$ cat src/rtl/rcc_pkg.sv
// Package: shared constants and types for the reset cause status register.
// Assumes a 32-bit data word with the five status flags in bits 31:27.
package rcc_pkg;
    localparam int RCC_DATA_W = 32;
    localparam int FLD_W      = 5;
    localparam int FLD_LSB    = RCC_DATA_W - FLD_W;

    // Field-relative flag positions (bit 31 maps to index 4).
    localparam int IDX_POR    = 4;
    localparam int IDX_SPOR   = 3;
    localparam int IDX_SXIR   = 2;
    localparam int IDX_BPOR   = 1;
    localparam int IDX_BXIR   = 0;

    localparam logic [FLD_W-1:0] W1C_MASK = 5'b10011;
    localparam logic [FLD_W-1:0] W1S_MASK = 5'b01100;
    localparam logic [FLD_W-1:0] POR_VAL  = 5'b10000;

    typedef enum logic {
        CAUSE_SOFT_POR = 1'b0,
        CAUSE_SOFT_XIR = 1'b1
    } cause_e;
endpackage

$ cat src/rtl/rcc_decode.sv
// Module: address decode for the status word.
// Matches the 8-byte window at REG_OFF and selects the upper word (bit 2 set).
// Assumes REG_OFF is 8-byte aligned.
module rcc_decode #(
    parameter int              ADDR_W  = 16,
    parameter logic [ADDR_W-1:0] REG_OFF = 16'hF020
) (
    input  logic [ADDR_W-1:0] addr,
    output logic              hit
);
    localparam int WIN_LSB = 3;

    // Purpose: compare the window and pick the word carrying the flags.
    always_comb begin
        hit = (addr[ADDR_W-1:WIN_LSB] == REG_OFF[ADDR_W-1:WIN_LSB]) && addr[2];
    end
endmodule

$ cat src/rtl/rcc_status.sv
// Module: the five status flags with per-bit write semantics.
// Clear-only flags use write-one-to-clear and set-only flags write-one-to-set;
// the per-bit kind is chosen from the package masks. A power-on load
// overrides any write. Assumes wr_bits is already masked to the field.
module rcc_status
    import rcc_pkg::*;
(
    input  logic             clk,
    input  logic             rst_n,
    input  logic             wr_en,
    input  logic [FLD_W-1:0] wr_bits,
    input  logic             load_por,
    output logic [FLD_W-1:0] st
);
    logic [FLD_W-1:0] nxt;

    for (genvar b = 0; b < FLD_W; b++) begin : g_bit
        if (W1C_MASK[b]) begin : g_w1c
            assign nxt[b] = st[b] & ~(wr_en & wr_bits[b]);
        end else if (W1S_MASK[b]) begin : g_w1s
            assign nxt[b] = st[b] | (wr_en & wr_bits[b]);
        end else begin : g_hold
            assign nxt[b] = st[b];
        end
    end

    // Purpose: register the flags; power-on load wins over software.
    always_ff @(posedge clk) begin
        if (!rst_n) begin
            st <= '0;
        end else if (load_por) begin
            st <= POR_VAL;
        end else begin
            st <= nxt;
        end
    end

    AST_SET_STICKY: assert property (@(posedge clk) disable iff (!rst_n)
        (!load_por && st[IDX_SPOR] && st[IDX_SXIR]) |=> (st[IDX_SPOR] && st[IDX_SXIR]));
    AST_CLR_NO_RISE: assert property (@(posedge clk) disable iff (!rst_n)
        (!load_por && !st[IDX_BPOR] && !st[IDX_BXIR]) |=> (!st[IDX_BPOR] && !st[IDX_BXIR]));
endmodule

$ cat src/rtl/rcc_event_count.sv
// Module: saturating count of observed system reset events.
// Cleared by power-up and by a soft power-on request; holds at its ceiling
// so it never wraps back to zero.
module rcc_event_count #(
    parameter int CNT_W = 4
) (
    input  logic clk,
    input  logic rst_n,
    input  logic evt,
    input  logic clr,
    output logic is_zero
);
    localparam logic [CNT_W-1:0] CNT_MAX = {CNT_W{1'b1}};

    logic [CNT_W-1:0] cnt;

    // Purpose: count events, saturate at the ceiling, clear on request.
    always_ff @(posedge clk) begin
        if (!rst_n || clr) begin
            cnt <= '0;
        end else if (evt && cnt != CNT_MAX) begin
            cnt <= cnt + 1'b1;
        end
    end

    assign is_zero = (cnt == '0);

    AST_CNT_SATURATE: assert property (@(posedge clk) disable iff (!rst_n)
        (cnt == CNT_MAX && !clr) |=> (cnt == CNT_MAX));
    AST_CNT_CLEAR: assert property (@(posedge clk) disable iff (!rst_n)
        clr |=> is_zero);
endmodule

$ cat src/rtl/rcc_req.sv
// Module: registered reset request pulse with its cause tag.
// A soft power-on request takes priority over an externally-initiated one.
module rcc_req
    import rcc_pkg::*;
(
    input  logic clk,
    input  logic rst_n,
    input  logic fire_por,
    input  logic fire_xir,
    output logic req,
    output logic cause
);
    // Purpose: raise the request for one cycle per firing write and tag it.
    always_ff @(posedge clk) begin
        if (!rst_n) begin
            req   <= 1'b0;
            cause <= CAUSE_SOFT_POR;
        end else begin
            req <= fire_por | fire_xir;
            if (fire_por) begin
                cause <= CAUSE_SOFT_POR;
            end else if (fire_xir) begin
                cause <= CAUSE_SOFT_XIR;
            end
        end
    end
endmodule

$ cat src/rtl/rst_cause_ctrl.sv
// Module: reset cause status register, top level.
// Detects system reset events, decodes accesses to the status word, updates
// the flags, tracks power-on status through a saturating event count and
// issues soft reset requests. Assumes rst_n is a synchronous power-up clear
// and that sysrst_n is synchronous to clk.
module rst_cause_ctrl
    import rcc_pkg::*;
#(
    parameter int                ADDR_W  = 16,
    parameter logic [ADDR_W-1:0] REG_OFF = 16'hF020,
    parameter int                CNT_W   = 4
) (
    input  logic                  clk,
    input  logic                  rst_n,
    input  logic                  sysrst_n,
    input  logic                  acc_en,
    input  logic                  acc_we,
    input  logic [ADDR_W-1:0]     acc_addr,
    input  logic [RCC_DATA_W-1:0] acc_wdata,
    output logic [RCC_DATA_W-1:0] acc_rdata,
    output logic                  rst_req,
    output logic                  rst_cause
);
    logic             sysrst_q;
    logic             evt;
    logic             hit;
    logic             wr_en;
    logic [FLD_W-1:0] wr_bits;
    logic             cnt_zero;
    logic             load_por;
    logic             fire_por;
    logic             fire_xir;
    logic [FLD_W-1:0] st;

    // Purpose: remember the previous system reset level to find its falling edge.
    always_ff @(posedge clk) begin
        if (!rst_n) begin
            sysrst_q <= 1'b1;
        end else begin
            sysrst_q <= sysrst_n;
        end
    end

    // Purpose: form the reset event, the write strobe and the request triggers.
    always_comb begin
        evt      = !sysrst_n && sysrst_q;
        wr_en    = acc_en && acc_we && hit && sysrst_n;
        wr_bits  = acc_wdata[RCC_DATA_W-1:FLD_LSB];
        load_por = evt && cnt_zero;
        fire_por = wr_en && wr_bits[IDX_SPOR];
        fire_xir = wr_en && wr_bits[IDX_SXIR] && !wr_bits[IDX_SPOR];
    end

    // Purpose: return the flags in the upper bits on a read hit, zero elsewhere.
    always_comb begin
        acc_rdata = '0;
        if (acc_en && !acc_we && hit) begin
            acc_rdata[RCC_DATA_W-1:FLD_LSB] = st;
        end
    end

    rcc_decode #(
        .ADDR_W  (ADDR_W),
        .REG_OFF (REG_OFF)
    ) u_decode (
        .addr (acc_addr),
        .hit  (hit)
    );

    rcc_status u_status (
        .clk      (clk),
        .rst_n    (rst_n),
        .wr_en    (wr_en),
        .wr_bits  (wr_bits),
        .load_por (load_por),
        .st       (st)
    );

    rcc_event_count #(
        .CNT_W (CNT_W)
    ) u_count (
        .clk     (clk),
        .rst_n   (rst_n),
        .evt     (evt),
        .clr     (fire_por),
        .is_zero (cnt_zero)
    );

    rcc_req u_req (
        .clk      (clk),
        .rst_n    (rst_n),
        .fire_por (fire_por),
        .fire_xir (fire_xir),
        .req      (rst_req),
        .cause    (rst_cause)
    );

    AST_RD_LOW_ZERO: assert property (@(posedge clk) disable iff (!rst_n)
        acc_rdata[FLD_LSB-1:0] == '0);
    AST_POR_LOAD: assert property (@(posedge clk) disable iff (!rst_n)
        (evt && cnt_zero) |=> (st == POR_VAL));
    AST_KEEP_ON_EVT: assert property (@(posedge clk) disable iff (!rst_n)
        (evt && !cnt_zero) |=> $stable(st));
    AST_REQ_FROM_WRITE: assert property (@(posedge clk) disable iff (!rst_n)
        rst_req |-> $past(wr_en && (wr_bits[IDX_SPOR] || wr_bits[IDX_SXIR])));
    AST_REQ_CAUSE: assert property (@(posedge clk) disable iff (!rst_n)
        rst_req |-> (rst_cause == !$past(wr_bits[IDX_SPOR])));
    AST_NO_REQ_IN_RESET: assert property (@(posedge clk) disable iff (!rst_n)
        !sysrst_n |=> !rst_req);
endmodule

$ cat config.mk
export PLATFORM = sky130hd
export DESIGN_NAME = rst_cause_ctrl
export DESIGN_NICKNAME = d
export VERILOG_FILES = /design/src/rtl/rcc_pkg.sv /design/src/rtl/rcc_decode.sv /design/src/rtl/rcc_status.sv /design/src/rtl/rcc_event_count.sv /design/src/rtl/rcc_req.sv /design/src/rtl/rst_cause_ctrl.sv
export SDC_FILE = /design/constraint.sdc
export NUM_CORES = 1
export LEC_CHECK = 0
export ABC_AREA = 1
export ABC_CLOCK_PERIOD_IN_PS = 1100
export CORE_MARGIN = 2
export CORE_UTILIZATION = 40
export CTS_BUF_LIST = sky130_fd_sc_hd__clkbuf_16
export DETAILED_ROUTE_END_ITERATION = 7
export DONT_BUFFER_PORTS = 1
export PLACE_DENSITY = 0.58
export SLEW_MARGIN = 25
export SYNTH_ARGS = -nofsm -noshare
export SYNTH_HDL_FRONTEND = slang
export SYNTH_SLANG_ARGS = --single-unit
$ cat constraint.sdc
create_clock -name clk -period 1.1 [get_ports clk]
set_input_delay 0.055 -clock clk [delete_from_list [all_inputs] [get_ports clk]]
set_output_delay 0.055 -clock clk [all_outputs]
set_load 0.01 [all_outputs]
**Word level (Yosys, flattened, before mapping)**

Cells that the tools add are included.

- Bits in registers: 12
- Bits in latches: 0
- RAM bits: 0
- Bits in read-only memories: 0
- Bits of input ports: 53
- Logic and storage cells: 46
- Memories: 0

- $add $sub $neg: 1
- $mul: 0
- Div/mod/pow operators: 0
- $lt $le $gt $ge: 0
- Equality and inequality tests: 2
- Shift-type cells: 0
- Multiplexer cells: 2
- Bitwise gates (word level): 15
- Reductions and logical operators: 20

Operator list:

| kind | number |
|---|---|
| 13-bit equality test, second input constant | 1 |
| 1-bit logical AND | 12 |
| 5-bit two-way mux | 2 |
| 1-bit AND | 8 |
| 4-bit by 1-bit adder with 4-bit output, second input constant | 1 |
| 1-bit logical NOT | 4 |
| 4-bit logical NOT | 1 |
| 4-bit != test, second input constant | 1 |
| 1-bit NOT | 4 |
| 2-bit OR reduction | 2 |
| 1-bit OR | 3 |
| 1-bit logical OR | 1 |

**Logic depth before layout (Yosys ltp)**

Gate-level depths: netlist (run 1).

- Depth in word-level cells: 8
- Mapped depth: 8

**By module**

A second synthesis (run 1) with hierarchy kept.

- Cell total of the unflattened synthesis: 134
- Area total of the unflattened synthesis: 847.1 um^2

By module, submodules not included:

| module | times used | cells each | area an instance (um^2) | sequential area each (um^2) |
|---|---|---|---|---|
| rst_cause_ctrl | 1 | 56 | 335.3 | 20.0 |
| rcc_event_count | 1 | 36 | 227.7 | 80.1 |
| rcc_status | 1 | 19 | 161.4 | 100.1 |
| rcc_req | 1 | 9 | 66.3 | 40.0 |
| rcc_decode | 1 | 14 | 56.3 | 0.0 |

**Worst setup path after synthesis (run 1)**

OpenSTA, ideal clock, no wires.

- Kind: reg-to-reg
- From: register u_count.cnt[0]
- To: register u_count.cnt[3]
- Arrival: 1,013 ps
- Required time: 986 ps
- Slack: -27 ps
- Cell stages (with the launch flop): 8
- Path buffers: 0
- Path through: dfxtp_1 > ha_1 > nand3_1 > nand2_1 > inv_1 > nand4_1 > xor2_1 > nor2_1

- Word-level cells in the longest chain between the ends: 2
- Elaborated cells between the ends (all ways): 3
- Those cells by class: add/sub (1); eq/ne (1); reduce/logical (1)

Ends and longest elaborated chain:

| item | line | source |
|---|---|---|
| from (decl) | rcc_event_count.sv:15 | `logic [CNT_W-1:0] cnt;` |
| from (signal assigned) | rcc_event_count.sv:22 | `cnt <= cnt + 1'b1;` |
| branches (longest 2 deep; another with 4-bit by 1-bit adder with 4-bit output) | n/a |  |

Parallel ways; which one is timed is not known.
A chain may end at the register's enable or synchronous reset.

**Worst setup path after layout (run 1)**

- From: register u_count.cnt[1]
- To: register u_count.cnt[3]

The elaborated chain is that of the path after synthesis.

==> results of run 1 <==
kinds of logic after synthesis:
family	after synthesis	synth area share, %
fa+ha+maj	2	2.958
buf+inv	44	31.51
simple gates	43	28.55
flops	12	28.40
other cells	1	0.4434
compound gates	9	6.065
xor+xnor	2	2.071
path summary, 6_finish.rpt:
| path | startpoint | endpoint | slack, ns | depth (start not counted) |
|---|---|---|---|---|
| max | u_count.cnt[1] | u_count.cnt[3] | 0.02 | 7 |
| min | rst_n | u_count.cnt[2] | 0.003 | 2 |
| max reg2reg | u_count.cnt[1] | u_count.cnt[3] | 0.02 | 7 |
| min reg2reg | u_status.st[1] | u_status.st[1] | 0.45 | 2 |
metal layers:
metal / share of wire (%) / track usage (%)
met1: 38 / 12.62
met2: 48 / 21.49
met3: 12 / 4.848
met4: 1.9 / 6.944
met5: 0 / 0
cells in the final DEF (no fill, tap or decap), drive strengths merged:
cell / netlist / final
inv: 17 / 17
dfxtp: 12 / 12
xor2: 2 / 2
nor2: 16 / 16
buf: 27 / 4
dlygate4sd3: 0 / 6
conb: 1 / 27
a21oi: 7 / 7
ha: 2 / 2
nand3b: 1 / 1
a31oi: 2 / 2
nand2: 16 / 16
clkbuf: 0 / 3
nand4: 2 / 2
clkinv: 0 / 1
nand3: 8 / 8
through the flow:
| stage | setup TNS, ns | instance area (um2) | total power [mW] | setup WS (ns) | hold WS [ns] |
|---|---|---|---|---|---|
| global placement | -0.006794 | 809.5 | 0.5778 | -0.006794 | 0.1278 |
| finish | 0 | 985.9 | 1.271 | 0.01929 | 0.002529 |
| floorplan | 0 | 948.4 | 0.6266 | 0.002497 | 0.1238 |
| global route | -0.2486 | 985.9 | 1.327 | -0.05778 | 0.01022 |
| CTS | -0.05527 | 948.4 | 1.276 | -0.01824 | 0.002478 |
| detailed placement | -0.04210 | 809.5 | 0.5796 | -0.02856 | 0.1288 |
timing repair:
action | CTS | global route
hold buffers | 6 | 0
hold endpoints to repair | 8 | 0
pin swaps | 1 | 0
setup endpoints to repair | 4 | 8
gates resized for setup | 0 | 8
power breakdown:
group          leakage, nW  switching [mW]  internal, mW
registers           0.0986         0.00834         0.447
logic                0.333          0.0969        0.0513
clock network       0.0385           0.189         0.478
sequential cells by signal (all words and copies together), names as in the netlist:
name,cells
sysrst_q,1
u_count.cnt,4
u_req.cause,1
u_req.req,1
u_status.st,5
layout make-up:
type | instances | area (um2)
Multi-Input combinational cell | 83 | 474.2
Clock inverter | 1 | 3.754
Clock buffer | 3 | 75.07
Fill cell | 213 | 996.0
Sequential cell | 12 | 245.2
Tap cell | 27 | 33.78
Timing Repair Buffer | 10 | 90.09
Inverter | 17 | 63.81
==> flow_summary.yaml, run 1 <==
floorplanning:
  initial_utilization_pct: 42.68
  die_height_um: 49.99
  placementRows: 16
  dieArea_mm2: 0.002499
  pin_count: 87
  die-width_um: 49.99
  core_mm2: 0.001982
worst_setup_path:
  crit_path_top_delay_cell: "dfxtp_4"
  worstPathArrival_ns: 1.22
  worstSetupPathType: "reg2reg"
  crit_path_max_incr_delay_ns: 0.35
  path_cells: "ha_4, nand3_2, nand2_2, inv_2, nand4_1, xor2_1, nor2_1"
  critPathMaxFanout: 3
  crit_family: "flip-flops"
  critPathLaunchType: "flop"
  cp-end-kind: "flop"
  required_ns: 1.24
  path_buf_inv: 1
yosys:
  yosys_warnings: 0
  syn_area_um2: 845.8
  ys_seq_elements: 12
  synth_edf_count: 0
  yosysMostFrequentCell: "buf_4"
  ys_top_cells_by_count: "buf_4, inv_1, nand2_1"
  yosys_most_used_dff: "dfxtp_1"
  async_flop_share_pct: 0
  yosysTopAreaCell: "dfxtp_1"
  synth.yosys.seq_area_share_pct: 28.40
  netlist.area_leader.share_pct: 28.40
  yosysUniqueCellTypes: 19
  synth_cells: 113
  avgSynthCellArea_um2: 7.485
  netlist_top_cells_area: "dfxtp_1, buf_4, inv_1, nand2_1, nor2_1"
placement:
  portBuffers: 0
  place_hpwl_mm: 1.142
  placed_cells: 143
  gp_congestion: 0.7461
sta:
  finalClockSkew_ns: 0.002509
  post-route-period-util_pct: 98.25
  period_minus_slack_ns: 1.081
  finalSetupViolCount: 0
  rsz0062_at_grt: "yes"
  drv_slew: 0
  fmax_ghz: 0.9253
  hold_violations: 0
min_path:
  hold_class: "in2reg"
global_route:
  grt_max_degree: 8
  antenna_found_initial: 0
  grt_pass1_vias: 571
  grt.total_usage_pct: 12.44
  grt_pass1_wl_mm: 2.339
  grt_remaining_overflow: 0
flow_run:
  maxCapViolations: 0
power:
  p_per_area_mw_per_mm2: 1289
  ir_drop_v: 0.0008518
  p_leak_nw: 0.4703
layout:
  syn2layout_area_growth_pct: 16.57
  post-route-util_pct: 49.75
  nets: 182
  diodes: 0
  final_cells: 153
  drive_gt1_share_pct: 21.43
detailed_routing:
  drc: 0
  vias: 641
  via_per_inst: 4.190
  drtIter0Drc: 3
  wirelength_mm: 1.447
  detail_route.first_pass.iterations: 2
  wire_per_inst_um: 9.458
  ant_nets: 0
clocking:
  cts_buffers: 3
  cts_tree: "yes"
  post_cts_buffers: 0
  root_buffer: "clkbuf_16"
  clock_latency_ns: 0.24
  clockBufferDepth: 2
  ctsHtreeMaxLevel: 1
  clkSinkCount: 12
  path_clk_slew_ns: 0.04
status:
  status: "completed"
Power figures use the tool's default switching activity.
==> run 2, diff against run 1 <==
- CORE_UTILIZATION: 40 -> 30
- PLACE_DENSITY: 0.58 -> 0.47
- SLEW_MARGIN: 25 -> 20
==> flow_summary.yaml, run 2 (synthesis results as in run 1) <==
sta:
  finalSetupViolCount: 1
  finalClockSkew_ns: 0.005281
  timing.final.ws_setup_ns: -0.02252
  fmax_ghz: 0.8909
  drv_slew: 0
  whs_ns: -0.004625
  hold_violations: 2
  period_minus_slack_ns: 1.123
  post-route-period-util_pct: 102.0
  fin_setup_tns_ns: -0.02252
  rsz0062_at_grt: "yes"
placement:
  gp_congestion: 0.7217
  placed_cells: 147
  preCtsSetupSlack_ns: -0.03198
  portBuffers: 0
  place_hpwl_mm: 1.149
global_route:
  antenna_found_initial: 0
  grt_remaining_overflow: 0
  grt.total_usage_pct: 10.34
  grt_pass1_vias: 558
  grt_max_degree: 8
  grt_pass1_wl_mm: 2.428
worst_setup_path:
  r2r_end: "u_count.cnt[3]"
  worst-r2r-cell-count: 7
  critPathLaunchType: "flop"
  r2r-start: "u_count.cnt[0]"
  critPathMaxFanout: 3
  worstSetupPathType: "reg2reg"
  r2r_slack_ns: -0.02
  worstPathArrival_ns: 1.25
  required_ns: 1.23
  cp-startpoint: "u_count.cnt[0]"
  cp-end-kind: "flop"
  setup.worst_path.end: "u_count.cnt[3]"
floorplanning:
  core_mm2: 0.002710
  placementRows: 19
  die_height_um: 57.10
  initial_utilization_pct: 31.21
  dieArea_mm2: 0.003260
  pin_count: 87
  die-width_um: 57.10
clocking:
  cts_buffers: 3
  ctsHtreeMaxLevel: 1
  clockBufferDepth: 2
  cts_tree: "yes"
  clock_latency_ns: 0.24
  root_buffer: "clkbuf_16"
  path_clk_slew_ns: 0.04
  clkSinkCount: 12
layout:
  diodes: 0
  syn2layout_area_growth_pct: 19.08
  drive_gt1_share_pct: 23.62
  final_cells: 158
  layout_commonest_cell: "conb_1"
  largest_reg_flops: 5
  regMostFlops: "u_status.st"
  top_regs: "u_status.st: 5 flops, u_count.cnt: 4 flops"
  final_cell_mix: "conb_1, inv_1, nor2_1"
  nets: 183
status:
  status: "complete, but fails checks"
  violations: "hold timing, setup timing"
power:
  p_per_area_mw_per_mm2: 1272
  ir_drop_v: 0.0006912
  p_leak_nw: 0.4746
detailed_routing:
  wirelength_mm: 1.491
  detail_route.first_pass.iterations: 4
  drtIter0Drc: 8
  vias: 643
  ant_nets: 0
  wire_per_inst_um: 9.437
  via_per_inst: 4.070
  drc: 0
flow_run:
  maxCapViolations: 0
min_path:
  hold_class: "in2reg"
run 2: what timing repair did:
action,CTS,global route
endpoints found under the setup margin,4,7
resized for setup,2,9
buffers inserted,0,1
pin swaps,1,4
endpoints found under the hold margin,8,0
hold buffers,6,0
run 2: report_power, final:
part | switching, mW | internal (mW) | leakage, nW
Combinational | 0.0985 | 0.0541 | 0.338
Clock | 0.193 | 0.479 | 0.0385
Sequential | 0.00856 | 0.447 | 0.0986
run 2: final cells by class:
| cell class | count | area (um2) |
|---|---|---|
| fillers | 292 | 1703 |
| multi-input cells | 83 | 479.2 |
| flip-flops and latches | 12 | 245.2 |
| repair buffers | 11 | 101.3 |
| clock buffers | 3 | 75.07 |
| inverters | 17 | 63.81 |
| well taps | 31 | 38.79 |
| clock inverters | 1 | 3.754 |
run 2: how the worst min path moves through the flow:
stage               start        endpoint  cells after the start
floorplan           rst_n        sysrst_q                      1
CTS                 rst_n  u_count.cnt[0]                      2
global placement    rst_n        sysrst_q                      1
detailed placement  rst_n        sysrst_q                      1
global route        rst_n  u_count.cnt[1]                      2
finish              rst_n  u_count.cnt[0]                      2
run 2: metrics by stage:
step                      util (%)  power [mW]  instance area, um2
after floorplan                  -      0.6266               948.4
final                        37.17       1.281                1007
after CTS                    35.73       1.282               968.4
after global placement       30.06      0.5788               814.5
after detailed placement     30.06      0.5808               814.5
after global routing         37.17       1.323                1007
run 2: routing by layer:
layer / GRT usage [%] / vias up / part of all wire, %
met5: 0 / - / 0
met4: 9.967 / 0 / 1.9
met3: 2.948 / 3 / 7.7
met2: 15.11 / 33 / 50
met1: 11.92 / 282 / 40
li1: - / 325 / -
run 2: worst max-delay path: stages, from the launching register on:
cell and delay (ns):
dfxtp_4 0.35, ha_4 0.16, nand3_2 0.07, nand2_2 0.06, inv_2 0.07, nand4_1 0.09
xor2_1 0.16, nor2_1 0.06
==> run 3, diff against run 2 <==
- CORE_MARGIN: 2 -> unset
==> flow_summary.yaml, run 3 (synthesis results as in run 1) <==
clocking:
  clockBufferDepth: 2
  root_buffer: "clkbuf_16"
  clkSinkCount: 12
  clock_latency_ns: 0.24
  path_clk_slew_ns: 0.04
  ctsHtreeMaxLevel: 1
  cts_tree: "yes"
  cts_buffers: 3
layout:
  syn2layout_area_growth_pct: 18.93
  drive_gt1_share_pct: 25.20
  top_regs: "u_status.st: 5 flops, u_count.cnt: 4 flops"
  final_cells: 157
  nFillCells: 279
  seq_area_um2: 242.7
  regMostFlops: "u_status.st"
  multi_input_area_um2: 485.5
  final_cell_mix: "conb_1, inv_1, nor2_1"
  layout_commonest_cell: "conb_1"
  largest_reg_flops: 5
  diodes: 0
  nets: 183
placement:
  place_hpwl_mm: 1.154
  gp_congestion: 0.6994
  placed_cells: 146
  portBuffers: 0
floorplanning:
  core_mm2: 0.002567
  pin_count: 87
  placementRows: 18
  die-width_um: 55.10
  dieArea_mm2: 0.003035
  initial_utilization_pct: 32.94
  die_height_um: 55.10
detailed_routing:
  drtIter0Drc: 8
  via_per_inst: 4.032
  detail_route.first_pass.iterations: 4
  wirelength_mm: 1.410
  ant_nets: 0
  vias: 633
  wire_per_inst_um: 8.981
  drc: 0
sta:
  post-route-period-util_pct: 99.97
  hold_violations: 0
  finalClockSkew_ns: 0.0008336
  period_minus_slack_ns: 1.100
  drv_slew: 0
  finalSetupViolCount: 0
  fmax_ghz: 0.9093
  rsz0062_at_grt: "yes"
power:
  ir_drop_v: 0.0006856
  p_per_area_mw_per_mm2: 1261
  finalPower_mw: 1.268
  p_leak_nw: 0.4758
global_route:
  grt.total_usage_pct: 10.91
  antenna_found_initial: 0
  grt_remaining_overflow: 0
  grt_pass1_vias: 602
  grt_max_degree: 8
  grt_pass1_wl_mm: 2.318
worst_setup_path:
  worstSetupPathType: "reg2reg"
  crit_path_max_incr_delay_ns: 0.36
  critPathMaxFanout: 3
  path_cells: "ha_4, nand3_2, nand2_2, inv_2, nand4_1, xor2_1, nor2_1"
  required_ns: 1.23
  critPathLaunchType: "flop"
  crit_path_top_delay_cell: "dfxtp_2"
  worstPathArrival_ns: 1.23
  cp-end-kind: "flop"
min_path:
  hold_class: "in2reg"
flow_run:
  maxCapViolations: 0
status:
  status: "completed"
==> run 3: final timing paths <==
kind                   from             end  slack (ns)  cells after the start
max          u_count.cnt[0]  u_count.cnt[3]      0.0003                      7
min reg2reg  u_status.st[3]  u_status.st[3]        0.45                      2
min                   rst_n  u_count.cnt[1]       0.006                      2
max reg2reg  u_count.cnt[0]  u_count.cnt[3]      0.0003                      7
==> run 3: metal layers <==
layer,track usage (%),up-vias,wire (um)
li1,-,322,-
met1,11.02,275,568
met2,19.28,34,669
met3,3.825,2,161
met4,6.250,0,10
met5,0,-,0
==> run 3: metrics by stage <==
stage          util (%)  setup slack [ns]  hold WS [ns]  setup TNS [ns]  cell area (um2)
2_1_floorplan         -          0.002497        0.1238               0            948.4
3_3_place_gp      31.68          -0.01118        0.1286        -0.01118            813.3
3_5_place_dp      31.68          -0.02772        0.1315        -0.04149            813.3
4_1_cts           37.09          -0.02098       0.01026        -0.03883            952.2
5_1_grt           39.18          -0.05492       0.02182         -0.1030             1006
6_report          39.18         0.0002951      0.006309               0             1006
==> run 3: worst max-delay path, delay by kind of cell (launching register included) <==
family | cells | cell delay [ns]
xor+xnor | 1 | 0.16
fa+ha+maj | 1 | 0.15
flops | 1 | 0.36
simple gates | 4 | 0.28
buf+inv | 1 | 0.05
==> run 3: power by group <==
part           switching, mW  leakage [nW]  internal (mW)
Clock                  0.181        0.0385          0.478
Combinational         0.0984         0.339         0.0545
Sequential           0.00851        0.0983          0.448
Total                  0.288         0.476          0.981
==> run 3: cell type report <==
type / count / area share [%]
Clock buffer: 3 / 7.463
Clock inverter: 1 / 0.3731
Inverter: 17 / 6.343
Multi-Input combinational cell: 83 / 48.26
Sequential cell: 12 / 24.13
Tap cell: 30 / 3.731
Timing Repair Buffer: 11 / 9.702
==> run 3: repair_timing <==
| item | 4_1_cts | 5_1_grt |
|---|---|---|
| hold endpoints to repair | 8 | 0 |
| resized for setup | 0 | 11 |
| endpoints found under the setup margin | 2 | 8 |
| gates cloned | 0 | 0 |
| hold buffers | 6 | 0 |
| pin swaps | 1 | 1 |
| buffers inserted | 0 | 1 |
